**src/rtl/tstamp_pkg.sv**
```systemverilog
package tstamp_pkg;
  localparam int ADDR_W = 3;

  localparam logic [ADDR_W-1:0] ADR_COUNT   = 3'd0;
  localparam logic [ADDR_W-1:0] ADR_COMPARE = 3'd1;
  localparam logic [ADDR_W-1:0] ADR_OFFSET  = 3'd2;
  localparam logic [ADDR_W-1:0] ADR_STATUS  = 3'd3;
  localparam logic [ADDR_W-1:0] ADR_IRQCLR  = 3'd4;

  localparam int N_FLAGS  = 2;
  localparam int FLAG_OVF = 0;
  localparam int FLAG_CMP = 1;
endpackage

```
**src/rtl/tstamp_counter.sv**
```systemverilog
module tstamp_counter #(
  parameter int W = 16
) (
  input  logic         clk,
  input  logic         rst,
  input  logic         tick,
  input  logic         id_match,
  input  logic         load,
  input  logic [W-1:0] load_val,
  input  logic [W-1:0] cmp_val,
  input  logic [W-1:0] ofs_val,
  output logic [W-1:0] cnt,
  output logic         ovf_evt,
  output logic         cmp_evt
);
  localparam logic [W-1:0] CNT_MAX = '1;

  logic [W-1:0] cnt_q;
  logic         adv;

  // Counting proceeds only when neither a load nor an identifier match
  // takes the cycle; the restart events are only meaningful then.
  always_comb begin
    adv     = tick && !load && !id_match;
    ovf_evt = adv && (cnt_q == CNT_MAX);
    cmp_evt = adv && (cmp_val != '0) && (cnt_q == cmp_val);
  end

  always_ff @(posedge clk) begin
    if (rst) begin
      cnt_q <= '0;
    end else if (load) begin
      cnt_q <= load_val;
    end else if (id_match || ovf_evt || cmp_evt) begin
      cnt_q <= ofs_val;
    end else if (tick) begin
      cnt_q <= cnt_q + 1'b1;
    end
  end

  assign cnt = cnt_q;
endmodule

```
**src/rtl/tstamp_flags.sv**
```systemverilog
module tstamp_flags #(
  parameter int N = 2
) (
  input  logic         clk,
  input  logic         rst,
  input  logic [N-1:0] set_evt,
  input  logic         clr_wr,
  input  logic [N-1:0] clr_mask,
  output logic [N-1:0] flags
);
  logic [N-1:0] flag_q;

  for (genvar i = 0; i < N; i++) begin : g_flag
    always_ff @(posedge clk) begin
      if (rst) begin
        flag_q[i] <= 1'b0;
      end else if (set_evt[i]) begin
        flag_q[i] <= 1'b1;
      end else if (clr_wr && clr_mask[i]) begin
        flag_q[i] <= 1'b0;
      end
    end
  end

  assign flags = flag_q;
endmodule

```
**src/rtl/tstamp_timer.sv**
```systemverilog
module tstamp_timer #(
  parameter int CNT_W = 16
) (
  input  logic                          clk,
  input  logic                          rst,
  input  logic                          tick,
  input  logic                          id_match,
  input  logic                          reg_wr,
  input  logic [tstamp_pkg::ADDR_W-1:0] reg_addr,
  input  logic [CNT_W-1:0]              reg_wdata,
  output logic [CNT_W-1:0]              reg_rdata,
  output logic                          irq_ovf,
  output logic                          irq_cmp
);
  import tstamp_pkg::*;

  localparam int NF = N_FLAGS;

  logic [CNT_W-1:0] cnt_q;
  logic [CNT_W-1:0] cmp_q;
  logic [CNT_W-1:0] ofs_q;
  logic [NF-1:0]    flags;
  logic [NF-1:0]    set_evt;
  logic             ovf_evt;
  logic             cmp_evt;
  logic             wr_cnt;
  logic             wr_clr;
  logic [CNT_W-1:0] flag_word;

  assign wr_cnt = reg_wr && (reg_addr == ADR_COUNT);
  assign wr_clr = reg_wr && (reg_addr == ADR_IRQCLR);

  always_ff @(posedge clk) begin
    if (rst) begin
      cmp_q <= '0;
      ofs_q <= '0;
    end else if (reg_wr) begin
      if (reg_addr == ADR_COMPARE) cmp_q <= reg_wdata;
      if (reg_addr == ADR_OFFSET)  ofs_q <= reg_wdata;
    end
  end

  tstamp_counter #(.W(CNT_W)) cnt_i (
    .clk      (clk),
    .rst      (rst),
    .tick     (tick),
    .id_match (id_match),
    .load     (wr_cnt),
    .load_val (reg_wdata),
    .cmp_val  (cmp_q),
    .ofs_val  (ofs_q),
    .cnt      (cnt_q),
    .ovf_evt  (ovf_evt),
    .cmp_evt  (cmp_evt)
  );

  always_comb begin
    set_evt           = '0;
    set_evt[FLAG_OVF] = ovf_evt;
    set_evt[FLAG_CMP] = cmp_evt;
  end

  tstamp_flags #(.N(NF)) flg_i (
    .clk      (clk),
    .rst      (rst),
    .set_evt  (set_evt),
    .clr_wr   (wr_clr),
    .clr_mask (reg_wdata[NF-1:0]),
    .flags    (flags)
  );

  assign flag_word = {{(CNT_W-NF){1'b0}}, flags};

  always_ff @(posedge clk) begin
    if (rst) begin
      reg_rdata <= '0;
    end else begin
      case (reg_addr)
        ADR_COUNT:   reg_rdata <= cnt_q;
        ADR_COMPARE: reg_rdata <= cmp_q;
        ADR_OFFSET:  reg_rdata <= ofs_q;
        ADR_STATUS:  reg_rdata <= flag_word;
        ADR_IRQCLR:  reg_rdata <= flag_word;
        default:     reg_rdata <= '0;
      endcase
    end
  end

  assign irq_ovf = flags[FLAG_OVF];
  assign irq_cmp = flags[FLAG_CMP];
endmodule

```
**config.mk**
```make
export PLATFORM = sky130hd
export DESIGN_NAME = tstamp_timer
export DESIGN_NICKNAME = d
export VERILOG_FILES = /design/src/rtl/tstamp_pkg.sv /design/src/rtl/tstamp_counter.sv /design/src/rtl/tstamp_flags.sv /design/src/rtl/tstamp_timer.sv
export SDC_FILE = /design/constraint.sdc
export NUM_CORES = 1
export LEC_CHECK = 0
export ABC_AREA = 1
export BUFFER_PORTS_ARGS = -buffer_cell sky130_fd_sc_hd__buf_2
export CORE_ASPECT_RATIO = 1.5
export CORE_MARGIN = 10
export CORE_UTILIZATION = 61
export CTS_BUF_LIST = sky130_fd_sc_hd__clkbuf_8
export DETAILED_ROUTE_END_ITERATION = 10
export GPL_TIMING_DRIVEN = 0
export PLACE_DENSITY = 0.84
export SLEW_MARGIN = 20
export SYNTH_ARGS = -nofsm -noshare
export SYNTH_HDL_FRONTEND = slang
export SYNTH_SLANG_ARGS = --single-unit
```
**constraint.sdc**
```tcl
create_clock -name clk -period 2.1 [get_ports clk]
set_input_delay 0.42 -clock clk [delete_from_list [all_inputs] [get_ports clk]]
set_output_delay 0.42 -clock clk [all_outputs]
set_load 0.01 [all_outputs]
```
Yosys cells after proc, flatten, opt, wreduce, memory -nomap -nowiden
Cells that the tools add are included.
{"block": "word_totals", "elab_cells": 42, "register_bits": 66, "output_inout_bits": 18}
{"block": "op_classes", "n_reduce_logical": 21, "addsub": 1, "n_mux": 8, "n_eq_ne": 6}
{"operator": "$pmux 16 s4", "n": 1}
{"operator": "$mux 16", "n": 3}
{"operator": "$add 16x1->16 const B", "n": 1}
{"operator": "$eq 16x16->1", "n": 1}
{"operator": "$eq 16x16->1 const B", "n": 1}
{"operator": "$reduce_bool 16->1", "n": 1}
{"operator": "$logic_and 1x1->1", "n": 9}
{"operator": "$eq 3x2->1 const B", "n": 2}
{"operator": "$mux 1", "n": 4}
{"operator": "$reduce_and 2->1", "n": 2}
{"operator": "$reduce_bool 2->1", "n": 2}
{"operator": "$eq 3x1->1 const B", "n": 1}
{"operator": "$eq 3x3->1 const B", "n": 1}
{"operator": "$logic_not 3->1", "n": 1}
{"operator": "$reduce_bool 3->1", "n": 1}
{"operator": "$logic_not 1->1", "n": 2}
{"operator": "$logic_or 1x1->1", "n": 2}
{"operator": "$reduce_or 2->1", "n": 1}

Logic depth before layout (Yosys ltp)
{"block": "logic_depth", "ltp_word": 10, "mapped_depth": 14}

Hierarchy
A second synthesis with hierarchy kept.
{"block": "hier_totals", "cells_unflattened": 627, "hier_area_um2": 3858.7}
{"mod": "tstamp_timer", "cells_each": 273, "seq_area_each_um2": 960.9, "n_inst": 1, "area_each_um2": 1935.6}
{"mod": "tstamp_counter", "cells_each": 344, "seq_area_each_um2": 320.3, "n_inst": 1, "area_each_um2": 1843.0}
{"mod": "tstamp_flags", "cells_each": 10, "seq_area_each_um2": 40.0, "n_inst": 1, "area_each_um2": 80.1}

Worst setup path before layout
OpenSTA, ideal clock, no wires.
{"block": "synth_timing", "path_kind": "register -> register", "from": "reg cnt_i.cnt_q[1] (netlist: cnt_i.cnt[1])", "to": "reg cnt_i.cnt_q[10] (netlist: cnt_i.cnt[10])", "period_less_slack_ns": 1.799, "arrival_time_ns": 1.667, "slack_ns": 0.301, "stages_incl_launch_ff": 13, "setup_ns": 0.132, "cell_sequence": "dfxtp_1 -> ha_1 -> nand2_2 -> nor2_2 -> nand2_2 -> nor2_4 -> nand2_2 -> nor2_4 -> nor2_4 -> nand3_4 -> clkinv_1 -> nand2_1 -> a21oi_1"}
{"block": "synth_between", "elab_chain_len": 6, "word_cells_on_any_way": 11, "cone_classes": "add/sub: 1; eq/ne: 2; mux: 3; reduce/logical: 5"}
{"element": "start: declaration", "line_no": "tstamp_counter.sv:18", "text": "logic [W-1:0] cnt_q;"}
{"element": "start signal: assignment", "line_no": "tstamp_counter.sv:33", "text": "cnt_q <= load_val;"}
{"element": "start signal: assignment", "line_no": "tstamp_counter.sv:35", "text": "cnt_q <= ofs_val;"}
{"element": "start signal: assignment", "line_no": "tstamp_counter.sv:37", "text": "cnt_q <= cnt_q + 1'b1;"}
{"element": "parallel branches: the longest is 6 deep, another holds $add 16x1->16"}
Parallel ways; which one is timed is not known. The select of a mux whose other input is x is not followed.
A chain may end at the register's enable or synchronous reset.

Worst setup path in the final report
Same ends and word-level chain as after synthesis.

==> metrics.txt <==
status finished clean; sequential cell area 0.001331 mm2; Placer Congestion 0.9676; DRT Pass-1 Iters 6; sequential area share after synthesis 0.3589; die area 0.009606 mm2; commonest cells after routing, fill and taps aside nand2_1, inv_1, dfxtp_1, nor2_1, o21ai_0; Max-Cap Viols 0; critical path cell sequence ha_4, nand2_4, nor2_4, nand2_4, nor2_4, nand2_2, nor2_4, nor2_4, buf_6, nand3_4, clkbuf_16, nand2_4, inv_2, nand2_1, a21oi_1; IO Pins 42; crit path DAT 2.35 ns; clock tree buffer depth 2; Final Cycle Share 0.9852; sw frac 0.3037; layout net count 672; P_sw 0.8301 mW; global-route wire length before repair 18640 um; Slowest cell on crit path dfxtp_4; number of global-route vias before repair 3979; worst slew pin tran 0.6975 ns; RSZ-0062 raised after global routing true; worst ir drop on vdd 0.5027 mV; clk root buf clkbuf_8; CP most frequent cell nor2_4; Tot GR Track Use 0.2391; Int Power 1.903 mW; Synth cell types 33; Crit path buffers/inverters 3; DP Wirelength 8086 um; setup ws final 0.03100 ns; most common cell after layout, fill and taps aside nand2_1; cell count after synthesis 580; die width 83.43 um; Main synth FF type dfxtp_1; area grow syn2layout 19.37%; met1 global-route usage 0.2494; total design power 2.733 mW; initial drt markers 421; Max Freq 483.3 MHz; Detail Route Antenna Nets 0; max-slew violation count 0; CTS Sinks 66; Crit. End Element flip-flop; register share of total power 0.490; largest net degree at the start of global routing 11; via density per instance 5.802; Crit Path Category reg -> reg; Mapped Area 0.003681 mm2; Worst path max stage delay 0.39 ns; vias 4189; Skew-Pair Late Insertion Delay 0.36 ns; Clock H-tree levels 3; Comb power frac 0.169; Setup Skew 0.009680 ns; placed instance area 0.003976 mm2; PD cells 622.0 mW/mm2; core outline area 0.005828 mm2; critical path data required time 2.38 ns; fillers 471; Hold Crit Class in -> reg; Reg clk slew, reported paths 0.08 ns; Period minus WS final 2.069 ns; crit-path leading delay family simple AND/OR/NAND/NOR gates; antenna cells 0; Max transition margin 0.5350; area of the multi-input gates 0.001948 mm2; Hold Vio Cnt, Final 0; pre-CTS WS -0.4938 ns; initial antenna violation count 0; final wirelength 12310 um; met2 usage 0.4148; clock group share of total power 0.341; synth warn 0; row cnt 34; chip height 115.1 um; share of cells above drive strength 1 0.1769; number of setup violations in the final report 0; CTS tree done; flop and latch count out of synthesis 66; DRC Markers 0; Leak 2.187 nW; mean post-synth cell area 6.347 um2; critical path launch point type flip-flop; PortBufs 41; CP Max Fanout 6; Final Instance Area 0.004394 mm2; Starting Density 0.6316; CTS buffer count 9; number of synthesized flops with an enable pin 0; async set-or-reset flop fraction in the synthesized netlist 0; syn nets 605; Avg WL per Cell 17.05 um; grt peak-use layer met2; global route overflow 0; met3 Use GR 0.05874
worst register-to-register path, delay by kind of cell (launching register included):
kind	cells	cell delay [ns]
adder cells (fa/ha/maj)	1	0.17
AO/OA/AOI/OAI	1	0.14
AND/OR/NAND/NOR	10	0.95
flip-flops	1	0.39
buffers and inverters	3	0.34
through the flow:
step / hold WS [ns] / TNS, ns / cells / util
6_report: 0.3140 / 0 / 722 / 0.7540
5_1_grt: 0.3365 / -0.6868 / 722 / 0.7540
2_1_floorplan: 0.4369 / 0 / 580 / -
4_1_cts: 0.3209 / 0 / 708 / 0.7115
3_5_place_dp: 0.4656 / -7.768 / 693 / 0.6823
3_3_place_gp: 0.4570 / -7.125 / 693 / 0.6823
power groups by stage:
stage | clock (mW) | sequential [mW] | combinational, mW
2_1_floorplan | 0 | 1.36 | 0.269
3_3_place_gp | 0 | 1.36 | 0.389
3_5_place_dp | 0 | 1.36 | 0.397
4_1_cts | 0.925 | 1.33 | 0.402
5_1_grt | 0.978 | 1.34 | 0.509
6_report | 0.933 | 1.34 | 0.461
routing by layer:
| metal | wire length (um) | part of all wire |
|---|---|---|
| met1 | 4283 | 0.35 |
| met2 | 5981 | 0.49 |
| met3 | 1154 | 0.094 |
| met4 | 894 | 0.073 |
| met5 | 0 | 0 |
cells by family after synthesis:
group	Yosys count	synth area share
simple gates	280	0.3283
buf+inv	118	0.1298
compound gates	106	0.1581
flops	66	0.3589
xor+xnor	9	0.02142
fa+ha+maj	1	0.003399
layout make-up:
type	instances	area share
plain buffers	23	0.03360
clock buffers	10	0.03132
clock inverters	4	0.004556
inverters	95	0.08172
multi-input cells	396	0.4433
flip-flops and latches	66	0.3030
well taps	72	0.02050
repair buffers	56	0.08200
cells in the mapped netlist (2+ instances only):
cell type    n  area [um2]
dfxtp_1     66        1321
buf_2        3       15.01
nand3_4      2       35.03
xor2_1       8       70.07
o21ai_0     44       220.2
nor2_2       2       12.51
nand4_1      2       12.51
nand2_1    165       619.3
nand3_1     40       200.2
o221ai_1     9       78.83
nand2_2      4       25.02
or2_2        9       56.30
nor3_1       3       15.01
o22ai_1      7       43.79
nor2_1      48       180.2
a21oi_1     43       215.2
inv_1       85       319.1
nor2_4       3       33.78
clkbuf_1    14       52.55
clkinv_1     9       33.78
buf_6        2       22.52
state kept, by name, indices dropped and copies added (netlist names):
register     flops
cmp_q           16
cnt_i.cnt       16
flg_i.flags      2
ofs_q           16
reg_rdata       16
worst paths after layout:
kind,slack [ns],end,depth (start not counted),startpoint
setup / recovery,0.03,cnt_i.cnt[10],15,cnt_i.cnt[1]
hold / removal,0.31,ofs_q[10],3,reg_wdata[10]
setup reg to reg,0.03,cnt_i.cnt[10],15,cnt_i.cnt[1]
hold reg to reg,0.48,flg_i.flags[1],2,flg_i.flags[1]
repair_timing:
item / in CTS / in global routing
gates resized for setup: 3 / 33
buffers inserted: 1 / 12
pin swaps: 1 / 11
gates cloned: 0 / 2
hold buffers: 0 / 0
endpoints found under the setup margin: 24 / 24
Note: power is estimated with default switching activity, not from simulation.
